[src/rtl/phy_irq_pkg.sv]
`timescale 1ns/1ps
package phy_irq_pkg;

   localparam int NUM_SRC = 7;

   typedef enum logic [1:0] {
      EV_PULSE = 2'd0,
      EV_RISE  = 2'd1,
      EV_FALL  = 2'd2
   } ev_kind_e;

   // Source index i lands on register bit (SRC_LSB + i).
   // 0 page rx, 1 pd fault, 2 lp ack, 3 link down, 4 remote fault, 5 an done, 6 energy
   function automatic ev_kind_e src_kind(input int idx);
      case (idx)
         3:       return EV_FALL;
         6:       return EV_RISE;
         default: return EV_PULSE;
      endcase
   endfunction

endpackage

[src/rtl/phy_irq_evdet.sv]
`timescale 1ns/1ps
module phy_irq_evdet
   import phy_irq_pkg::*;
#(
   parameter ev_kind_e KIND = EV_PULSE
) (
   input  logic clk,
   input  logic rst_n,
   input  logic sig_i,
   output logic event_o
);

   localparam logic USE_PULSE = (KIND == EV_PULSE);
   localparam logic USE_RISE  = (KIND == EV_RISE);
   localparam logic USE_FALL  = (KIND == EV_FALL);

   logic prev_q;

   always_ff @(posedge clk or negedge rst_n) begin
      if (!rst_n) prev_q <= 1'b0;
      else        prev_q <= sig_i;
   end

   assign event_o = (USE_PULSE & sig_i)
                  | (USE_RISE  & sig_i & ~prev_q)
                  | (USE_FALL  & ~sig_i & prev_q);

endmodule

[src/rtl/phy_irq_flag.sv]
`timescale 1ns/1ps
module phy_irq_flag (
   input  logic clk,
   input  logic rst_n,
   input  logic set_i,
   input  logic clr_i,
   output logic flag_o
);

   logic flag_q;

   always_ff @(posedge clk or negedge rst_n) begin
      if (!rst_n)     flag_q <= 1'b0;
      else if (set_i) flag_q <= 1'b1;
      else if (clr_i) flag_q <= 1'b0;
   end

   assign flag_o = flag_q;

   p_sticky_r5: assert property (@(posedge clk) disable iff (!rst_n)
      flag_o && !clr_i |=> flag_o);

   p_clear_r6: assert property (@(posedge clk) disable iff (!rst_n)
      clr_i && !set_i |=> !flag_o);

   p_set_wins_r8: assert property (@(posedge clk) disable iff (!rst_n)
      set_i |=> flag_o);

endmodule

[src/rtl/phy_irq_src_latch.sv]
`timescale 1ns/1ps
module phy_irq_src_latch
   import phy_irq_pkg::*;
#(
   parameter int DATA_W    = 16,
   parameter int IDX_W     = 5,
   parameter int REG_INDEX = 29,
   parameter int SRC_LSB   = 1
) (
   input  logic              clk,
   input  logic              rst_n,
   input  logic              energy_on_i,
   input  logic              an_done_i,
   input  logic              rem_fault_i,
   input  logic              link_up_i,
   input  logic              lp_ack_i,
   input  logic              pd_fault_i,
   input  logic              page_rx_i,
   input  logic [DATA_W-1:0] mask_i,
   input  logic              rd_stb_i,
   input  logic [IDX_W-1:0]  rd_idx_i,
   output logic [DATA_W-1:0] rd_data_o,
   output logic              irq_o
);

   localparam int SRC_MSB = SRC_LSB + NUM_SRC - 1;
   localparam logic [DATA_W-1:0] SRC_FIELD =
      ((DATA_W'(1) << NUM_SRC) - DATA_W'(1)) << SRC_LSB;
   localparam logic [IDX_W-1:0] SEL_IDX = IDX_W'(REG_INDEX);

   if (SRC_MSB >= DATA_W) begin : g_bad_width
      $error("flag field does not fit in DATA_W");
   end
   if (REG_INDEX < 0 || REG_INDEX >= (1 << IDX_W)) begin : g_bad_index
      $error("REG_INDEX not reachable with IDX_W bits");
   end

   logic [NUM_SRC-1:0] raw_sig;
   logic [NUM_SRC-1:0] ev;
   logic [NUM_SRC-1:0] flags;
   logic               rd_hit;
   logic               irq_q;
   logic               unused_mask;

   assign raw_sig = {energy_on_i, an_done_i, rem_fault_i, link_up_i,
                     lp_ack_i, pd_fault_i, page_rx_i};

   assign rd_hit = rd_stb_i && (rd_idx_i == SEL_IDX);

   for (genvar i = 0; i < NUM_SRC; i++) begin : g_src
      phy_irq_evdet #(.KIND(src_kind(i))) u_det (
         .clk     (clk),
         .rst_n   (rst_n),
         .sig_i   (raw_sig[i]),
         .event_o (ev[i])
      );

      phy_irq_flag u_flag (
         .clk    (clk),
         .rst_n  (rst_n),
         .set_i  (ev[i] & mask_i[SRC_LSB+i]),
         .clr_i  (rd_hit),
         .flag_o (flags[i])
      );

      p_masked_r7: assert property (@(posedge clk) disable iff (!rst_n)
         !mask_i[SRC_LSB+i] && !flags[i] |=> !flags[i]);
   end

   always_comb begin
      rd_data_o = '0;
      if (rd_hit) rd_data_o[SRC_MSB:SRC_LSB] = flags;
   end

   always_ff @(posedge clk or negedge rst_n) begin
      if (!rst_n) irq_q <= 1'b0;
      else        irq_q <= |flags;
   end

   assign irq_o = irq_q;

   assign unused_mask = ^(mask_i & ~SRC_FIELD);

   p_resv_zero_r2: assert property (@(posedge clk) disable iff (!rst_n)
      (rd_data_o & ~SRC_FIELD) == '0);

   p_miss_zero_r9: assert property (@(posedge clk) disable iff (!rst_n)
      rd_stb_i && (rd_idx_i != SEL_IDX) |-> rd_data_o == '0);

   p_irq_seen_r10: assert property (@(posedge clk) disable iff (!rst_n)
      rd_hit && (rd_data_o != '0) |=> irq_o);

endmodule

[config.mk]
export PLATFORM = sky130hd
export DESIGN_NAME = phy_irq_src_latch
export DESIGN_NICKNAME = d
export VERILOG_FILES = /design/src/rtl/phy_irq_pkg.sv /design/src/rtl/phy_irq_evdet.sv /design/src/rtl/phy_irq_flag.sv /design/src/rtl/phy_irq_src_latch.sv
export SDC_FILE = /design/constraint.sdc
export NUM_CORES = 1
export LEC_CHECK = 0
export BUFFER_PORTS_ARGS = -buffer_cell sky130_fd_sc_hd__buf_2
export CORE_ASPECT_RATIO = 1.1
export CORE_UTILIZATION = 41
export CTS_CLUSTER_SIZE = 40
export DETAILED_ROUTE_END_ITERATION = 16
export GPL_TIMING_DRIVEN = 1
export PLACE_DENSITY_LB_ADDON = 0.1
export SLEW_MARGIN = 20
export SYNTH_ARGS = -nofsm -noshare
export SYNTH_HDL_FRONTEND = slang
export SYNTH_SLANG_ARGS = --single-unit
[constraint.sdc]
create_clock -name clk -period 2.1 [get_ports clk]
set_input_delay 0.105 -clock clk [delete_from_list [all_inputs] [get_ports clk]]
set_output_delay 0.105 -clock clk [all_outputs]
set_load 0.02 [all_outputs]
==> metrics, run 1 <==
via count=520; row count=14; largest area contributor in the netlist=dfrtp_1; Area contributors post-synth=dfrtp_1 40%, a21bo_2 11%, and4_2 11%; synth warn=0; Starting DRT DRC Count=3; vias in the first global route=466; post-DP HPWL=823 µm; count of cell types in the netlist=14; Synth Instances=61; Critical Path AT=1060 ps; post-layout util=56.2%; I/O pins=48; delay of the slowest critical-path stage=430 ps; critical path endpoint category=output port; footprint of the multi-input gates=284 µm²; TritonCTS Sinks=10; H-tree Lvls=1; number of vias per cell=4.81; Seq pwr share=50.4%; Max VDD drop=0.269 mV; drt first pass iters=4; grt ovf=0; final RePlAce weighted congestion=0.697; register area=250 µm²; Syn Std Cell Area=619 µm²; die width=39.1 µm; Setup TNS=0 ps; ANT nets after route=0; Worst-Skew Late Latency=260 ps; cell internal pwr=292 µW; Total Die Area=0.00167 mm²; Slowest cell on crit path=and4b_2; pwr dens=504 mW/mm²; WP data required=2000 ps; Final min period=1160 ps; Place WS=934 ps; Core Area=0.00138 mm²; CTS Buf Count=3; clock share of power=32.3%; Avg Cell Area, Syn=10.2 µm²; final number of hold-violating endpoints=0; Filler Cell Count=141; CP cell instances=buf_2 -> and4b_2 -> and4_2 -> buf_2; initial antenna violation count=0; final wirelength=1130 µm; Starting Density=44.8%; Worst Setup Path Type=in2out; crit-path max FO=14; setup bufs post-CTS=0; Finished Layout Cells=108; Final Skew=2.15 ps; GRT Resource Usage Total=16.5%; Net Sw Frac=25.6%; layout cell share with drive strength beyond 1=51.1%; top cell type's share of synthesized area=40.4%; period utilisation layout=55.4%; status=complete, no violations; Synth Register Bits=10; hold crit path type=in2reg; Layout Nets=125; clk buf depth=2; Worst-path clk slew=60 ps; Comb pwr share=17.3%; Die Y-Extent=42.8 µm; Seq/Total Area, Yosys=40.4%; Final Max Tran Viols=0; Setup violations, final=0; Fmax=860 MHz; wire per inst=10.5 µm; Layout area overhead=25.7%; global-route wire length before repair=1810 µm; CP dominant cell by count=buf_2; Final Hold Slack=72.6 ps; Clk Tree Root Cell=clkbuf_4; setup ws final=937 ps; largest net degree at the start of global routing=15; CTS tree=yes; Psw=100 µW; PortBufs=29; placed insts=102; RSZ-0062 raised after global routing=no; crit start category=input pin; max_cap viols=0; DRC Markers=0; ant diodes=0; Leak=0.000433 µW
==> worst max-delay path: cells and delay by family <==
| kind | cells | cell delay (ps) |
|---|---|---|
| buffers and inverters | 2 | 260 |
| AND/OR/NAND/NOR | 2 | 690 |
==> final timing paths <==
path                                        start                     end  slack, ps  cells past startpoint
setup / recovery                      rd_idx_i[1]            rd_data_o[4]        940                      4
hold / removal                          mask_i[3]  g_src[2].u_flag.flag_o         70                      3
setup reg to reg           g_src[2].u_flag.flag_o                   irq_o       1140                      2
hold reg to reg            g_src[1].u_flag.flag_o                   irq_o        500                      2
max in group asynchronous                   rst_n  g_src[4].u_flag.flag_o       1680                      2
min in group asynchronous                   rst_n   g_src[3].u_det.prev_q        230                      2
==> layer usage <==
metal	track usage [%]	up-vias	share of wire, %
li1	-	262	-
met5	0	-	0
met4	14.5	0	1.3
met2	26.0	25	48
met3	4.71	2	6.5
met1	16.7	231	44
==> power by group through the flow <==
| stage | Combinational (µW) | Clock, µW | Sequential [µW] |
|---|---|---|---|
| final | 67.7 | 127 | 198 |
| after global routing | 75.3 | 148 | 198 |
| after CTS | 68.2 | 134 | 198 |
| after detailed placement | 63.9 | 0 | 201 |
| after global placement | 62.9 | 0 | 201 |
| after floorplan | 50.7 | 0 | 201 |
==> registers in the layout (all words and copies together), names as in the netlist <==
| signal | count |
|---|---|
| g_src.u_flag.flag_o | 7 |
| g_src.u_det.prev_q | 2 |
| irq_o | 1 |
==> layout by cell type (no fill, tap or decap) <==
master / count
and4_2: 7
o211ai_1: 7
inv_1: 7
nor4_1: 1
and4b_2: 1
clkbuf_4: 3
nand3b_1: 2
conb_1: 9
nand2_1: 5
a21bo_2: 7
buf_2: 29
dfrtp_1: 10
dlygate4sd3_1: 3
nand4_1: 1
==> synth_stat cells, drive strengths merged <==
cell type / n
nand2: 5
and4: 7
nand3b: 2
and4b: 1
conb: 1
buf: 10
nor4: 1
clkbuf: 2
a21bo: 7
nand4: 1
o211ai: 7
dfrtp: 10
inv: 7
==> through the flow <==
stage,cell area (µm²),power (µW)
6_report,778,392
5_1_grt,778,421
4_1_cts,778,400
3_5_place_dp,726,265
3_3_place_gp,726,264
2_1_floorplan,649,252
==> logic make-up (layout without fill, tap and decap cells) <==
group | count (synthesis) | in the layout | synth area share (%)
flops | 10 | 10 | 40.4
simple gates | 17 | 17 | 20.6
buf+inv | 19 | 42 | 18.6
compound gates | 14 | 14 | 19.8
other cells | 1 | 9 | 0.605
==> timing repair <==
| item | CTS | global route |
|---|---|---|
| endpoints found under the hold margin | 12 | 0 |
| resized for setup | 0 | 0 |
| hold buffers | 3 | 0 |
==> cell type report <==
class	count	share of cell area, %
clock buffers	3	2.89
well taps	16	2.57
repair buffers	32	22.5
multi-input cells	40	36.5
flip-flops and latches	10	32.2
inverters	7	3.38
No activity file was read; power rests on OpenSTA's default activity.
==> run 2, diff against run 1 <==
--- a/config.mk
+++ b/config.mk
@@ -7,7 +7,7 @@
 export LEC_CHECK = 0
 export BUFFER_PORTS_ARGS = -buffer_cell sky130_fd_sc_hd__buf_2
 export CORE_ASPECT_RATIO = 1.1
-export CORE_UTILIZATION = 41
+export CORE_UTILIZATION = 38
 export CTS_CLUSTER_SIZE = 40
 export DETAILED_ROUTE_END_ITERATION = 16
 export GPL_TIMING_DRIVEN = 1
==> constraint.sdc (replaced) <==
create_clock -name clk -period 1.15 [get_ports clk]
set_input_delay 0.0575 -clock clk [delete_from_list [all_inputs] [get_ports clk]]
set_output_delay 0.0575 -clock clk [all_outputs]
set_load 0.02 [all_outputs]
==> run 2 against run 1 <==
- die area increased by 7.5%
- non-clock buffer count increased by 1
- cell count increased by 1.9%
- clock power increased by 140%
- critical path depth decreased by 2
- design area increased by 2.7%
- wire length increased by 5.0%
- global-route usage decreased by 0.79 points
- critical endpoint is now rd_data_o[6]
- largest power group unchanged
==> metrics, run 2 (same netlist as run 1, synthesis figures left out) <==
Final min period=1070 ps; clk buf depth=2 (unchanged); largest net degree at the start of global routing=15 (unchanged); Final Skew=4.24 ps (was 2.15 ps); grt ovf=0 (unchanged); Slowest cell on crit path=dfrtp_1 (was and4b_2); Fmax=938 MHz; Total Die Area=0.00180 mm² (was 0.00167 mm²); final RePlAce weighted congestion=0.668 (was 0.697); Clk Tree Root Cell=clkbuf_4 (unchanged); RSZ-0062 raised after global routing=no (unchanged); Starting Density=43.1% (was 44.8%); Setup TNS=0 ps (unchanged); Design Area, Final=800 µm² (was 778 µm²); Place WS=145 ps (was 934 ps); I/O pins=48 (unchanged); ant diodes=0 (unchanged); drt first pass iters=1 (was 4); Tot Pwr=795 µW (was 392 µW); vias in the first global route=460 (was 466); Core Area=0.00144 mm² (was 0.00138 mm²); Worst-Skew Late Latency=260 ps (about the same); DRC Markers=0 (unchanged); GRT Resource Usage Total=15.7% (was 16.5%); wire per inst=10.8 µm (was 10.5 µm); post-layout util=55.7% (was 56.2%); initial antenna violation count=0 (unchanged); H-tree Lvls=1 (unchanged); Leak=0.000446 µW (was 0.000433 µW); Final Max Tran Viols=0 (unchanged); global-route wire length before repair=1930 µm (was 1810 µm); max_cap viols=0 (unchanged); row count=14 (unchanged); Max VDD drop=0.601 mV (was 0.269 mV); ANT nets after route=0 (unchanged); flip-flop count of the largest register after layout=7 (unchanged); commonest non-fill, non-tap cell in the layout=buf_2 (unchanged); most frequent cells in the layout=29 x buf_2, 10 x dfrtp_1, 9 x conb_1 (unchanged); final number of hold-violating endpoints=0 (unchanged); crit-path max FO=4 (was 14); Layout area overhead=29.1% (was 25.7%); period utilisation layout=92.7%; status=complete, no violations (unchanged); setup bufs post-CTS=0 (unchanged); CTS tree=yes (unchanged); WP data required=1090 ps (was 2000 ps); CP cell instances=and4_2 -> buf_2 (was buf_2 -> and4b_2 -> and4_2 -> buf_2); number of vias per cell=4.67 (was 4.81); hold crit path type=in2reg (unchanged); crit start category=register (was input pin); delay of the slowest critical-path stage=390 ps (was 430 ps); Layout Nets=126 (was 125); setup ws final=83.8 ps (was 937 ps); Placed Area=733 µm² (was 726 µm²); Starting DRT DRC Count=0 (was 3); layout cell share with drive strength beyond 1=52.1% (was 51.1%); via count=514 (was 520); Worst Setup Path Type=reg2out (was in2out); Setup violations, final=0 (unchanged); TritonCTS Sinks=10 (unchanged); die width=40.5 µm (was 39.1 µm); CTS Buf Count=3 (unchanged); PortBufs=29 (unchanged); critical path endpoint category=output port (unchanged); post-DP HPWL=926 µm (was 823 µm); final wirelength=1190 µm (was 1130 µm); Worst-path clk slew=70 ps (was 60 ps); Critical Path AT=1010 ps (was 1060 ps); pwr dens=994 mW/mm² (was 504 mW/mm²); Die Y-Extent=44.3 µm (was 42.8 µm)
-- run 2: cell count changes in the layout (fill, tap and decap cells not counted) --
cell and change:
buf_4 +1, clkbuf_8 +1
-- run 2: worst paths after layout --
check	startpoint	end	slack [ps]	cells after the start
setup / recovery	g_src[5].u_flag.flag_o	rd_data_o[6]	80	2
hold / removal	mask_i[5]	g_src[4].u_flag.flag_o	40	3
setup reg to reg	g_src[5].u_flag.flag_o	irq_o	150	2
hold reg to reg	g_src[1].u_flag.flag_o	irq_o	520	2
max in group asynchronous	rst_n	g_src[3].u_det.prev_q	760	2
min in group asynchronous	rst_n	g_src[3].u_flag.flag_o	200	2
-- run 2: critical path, delay by kind of cell, from the launching register on --
family / cells / cell delay, ps
buffers and inverters: 1 / 150
flip-flops: 1 / 390
AND/OR/NAND/NOR: 1 / 210
-- run 2: area by class of cell --
cell class	count	area (µm²)
Clock buffer	4	36.3
Tap cell	16	20.0
Inverter	7	26.3
Fill cell	134	637
Multi-Input combinational cell	40	284
Timing Repair Buffer	33	183
Sequential cell	10	250
-- run 2: power by group --
| part | internal (µW) | total, µW | leakage (µW) | switching, µW |
|---|---|---|---|---|
| clock network | 192 | 308 | 0.0000210 | 116 |
| logic | 55.5 | 126 | 0.000331 | 70.1 |
| registers | 358 | 361 | 0.0000940 | 3.03 |
| total | 605 | 795 | 0.000446 | 189 |
-- run 2: layer usage --
layer	part of all wire, %	vias to the layer above	GRT usage, %
met5	0	-	0
met3	5.0	0	1.51
met1	46	223	21.4
met4	0	0	6.00
met2	49	23	25.1
li1	-	268	-
-- run 2: per-stage QoR --
stage,cells,hold WS (ps)
after floorplan,69,-238
after global placement,103,-68.5
after detailed placement,103,-70.7
after CTS,110,35.0
after global routing,110,37.5
final,110,37.3
-- run 2: repair_timing --
| action | CTS | global route |
|---|---|---|
| hold endpoints to repair | 12 | 0 |
| resized for setup | 0 | 0 |
| hold buffers | 3 | 0 |
==> run 3, diff against run 2 <==
==> constraint.sdc (replaced) <==
create_clock -name clk -period 1 [get_ports clk]
set_input_delay 0.05 -clock clk [delete_from_list [all_inputs] [get_ports clk]]
set_output_delay 0.05 -clock clk [all_outputs]
set_load 0.02 [all_outputs]
==> run 3 against run 2 <==
- setup slack worse by 190 ps
- combinational power is 32% higher
- the run now ends with negative setup slack left
- wire length is 15% higher
- register-to-register slack worse by 190 ps
- highest routed layer unchanged
- non-clock buffer count is 13 higher
- design area is 21% higher
- die area stayed put
- largest cell class is now buffers
- total power is 6.4% higher
- via count is 12% higher
- first-iteration DRC count is 1 higher
- critical endpoint is now rd_data_o[3]
==> metrics, run 3 (same netlist as run 1, synthesis figures left out) <==
status=finished with violations (was complete, no violations); violated checks=negative setup slack; Final min period=1110 ps; most frequent cells in the layout=22 x buf_2, 13 x buf_6, 10 x dfrtp_1 (was 29 x buf_2, 10 x dfrtp_1, 9 x conb_1); flip-flop count of the largest register after layout=7 (unchanged); drt first pass iters=2 (was 1); wire per inst=11.2 µm (was 10.8 µm); RSZ-0062 raised after global routing=yes (was no); row count=14 (unchanged); Final Max Tran Viols=0 (unchanged); PortBufs=29 (unchanged); RR Startpoint=g_src[5].u_flag.flag_o (unchanged); via count=575 (was 514); worst path buffer plus inverter count=2 (was 1); Die Y-Extent=44.3 µm (unchanged); CP cell instances=buf_6 -> and4_4 -> buf_6 (was and4_2 -> buf_2); Slowest cell on crit path=dfrtp_1 (unchanged); final number of hold-violating endpoints=0 (unchanged); Layout Nets=139 (was 126); Starting Density=43.1% (unchanged); initial antenna violation count=0 (unchanged); Fmax=905 MHz; number of vias per cell=4.71 (was 4.67); final wirelength=1370 µm (was 1190 µm); Worst path top cell family by delay=flip-flops (unchanged); Starting DRT DRC Count=1 (was 0); reg2reg setup slack=-40 ps (was 150 ps); Setup violations, final=7 (was 0); crit-path max FO=2 (was 4); grt ovf=0 (unchanged); CTS tree=yes (unchanged); Worst-Skew Late Latency=250 ps (was 260 ps); global-route wire length before repair=2130 µm (was 1930 µm); I/O pins=48 (unchanged); GRT Resource Usage Total=17.9% (was 15.7%); largest net degree at the start of global routing=15 (unchanged); Max VDD drop=0.734 mV (was 0.601 mV); post-DP HPWL=942 µm (was 926 µm); R2R depth=3 (was 2); Design Area, Final=963 µm² (was 800 µm²); WP data required=950 ps (was 1090 ps); CTS Buf Count=3 (unchanged); hold path endpoint=g_src[5].u_flag.flag_o (was g_src[4].u_flag.flag_o); die width=40.5 µm (unchanged); hold crit path type=in2reg (unchanged); vias in the first global route=522 (was 460); post-layout util=67.1% (was 55.7%); layout cell share with drive strength beyond 1=58.5% (was 52.1%); RR Endpoint=irq_o (unchanged); critical path endpoint category=output port (unchanged); min-delay src=mask_i[6] (was mask_i[5]); hold path depth=3 (unchanged); Clk Tree Root Cell=clkbuf_4 (unchanged); Critical Path AT=1060 ps (was 1010 ps); Worst Setup Path Type=reg2out (unchanged); Core Area=0.00144 mm² (unchanged); final RePlAce weighted congestion=0.701 (was 0.668); max_cap viols=0 (unchanged); Layout area overhead=55.6% (was 29.1%); commonest non-fill, non-tap cell in the layout=buf_2 (unchanged); DRC Markers=0 (unchanged); Final Skew=1.07 ps (was 4.24 ps); clk buf depth=2 (unchanged); H-tree Lvls=1 (unchanged); crit start category=register (unchanged); CP dominant cell by count=buf_6; Worst-path clk slew=60 ps (was 70 ps); ANT nets after route=0 (unchanged); pwr dens=878 mW/mm² (was 994 mW/mm²); period utilisation layout=111%; TritonCTS Sinks=10 (unchanged); Total Die Area=0.00180 mm² (unchanged); delay of the slowest critical-path stage=380 ps (was 390 ps); Placed Area=763 µm² (was 733 µm²); setup ws final=-105 ps (was 83.8 ps); ant diodes=0 (unchanged); Leak=0.000513 µW (was 0.000446 µW)
run 3: cell types whose count changed in the layout (fill, tap and decap cells not counted), sizes merged:
| cell | delta |
|---|---|
| buf | +13 |
| clkbuf | -1 |
run 3: cell type report:
type | instances | area (µm²)
Clock buffer | 3 | 22.5
Fill cell | 128 | 473
Inverter | 7 | 26.3
Multi-Input combinational cell | 40 | 298
Sequential cell | 10 | 250
Tap cell | 16 | 20.0
Timing Repair Buffer | 46 | 347
run 3: repair_timing:
action / CTS / global route
gates cloned: 0 / 0
endpoints found under the setup margin: 8 / 11
setup buffers: 7 / 2
endpoints found under the hold margin: 12 / 0
hold buffers: 3 / 0
gates resized for setup: 24 / 3
run 3: per-layer routing:
metal	routed length (µm)	track usage (%)
met1	578	21.3
met2	699	31.1
met3	88	3.02
met4	0	6.00
met5	0	0
run 3: how the worst max path moves through the flow:
stage                           startpoint      endpoint  slack, ps  cells past startpoint
global route        g_src[2].u_flag.flag_o  rd_data_o[3]       -140                      3
detailed placement  g_src[2].u_flag.flag_o         irq_o          7                      2
floorplan           g_src[2].u_flag.flag_o         irq_o        140                      2
global placement    g_src[5].u_flag.flag_o         irq_o         10                      2
finish              g_src[2].u_flag.flag_o  rd_data_o[3]       -110                      3
CTS                 g_src[5].u_flag.flag_o         irq_o       -110                      3
run 3: worst register-to-register path, cell delays in order (launching register included):
cell and delay, ps:
dfrtp_1 390, buf_4 140, nor4_2 250, nand4_1 130
run 3: metrics by stage:
step                      setup WS, ps  cells  total power (µW)  setup TNS [ps]  hold slack, ps
final                             -105    122               846            -334            25.5
after global routing              -144    122               891            -733            37.1
after CTS                         -113    120               852            -384            23.6
after detailed placement          7.13    107               562               0           -80.3
after global placement            14.9    107               560               0           -76.9
after floorplan                    139     69               529               0            -246
run 3: report_power, final:
part / switching (µW) / internal (µW) / leakage [µW] / total [µW]
logic: 87.5 / 78.3 / 0.000405 / 166
clock network: 126 / 138 / 0.0000138 / 264
registers: 3.70 / 412 / 0.0000940 / 416
total: 217 / 629 / 0.000513 / 846
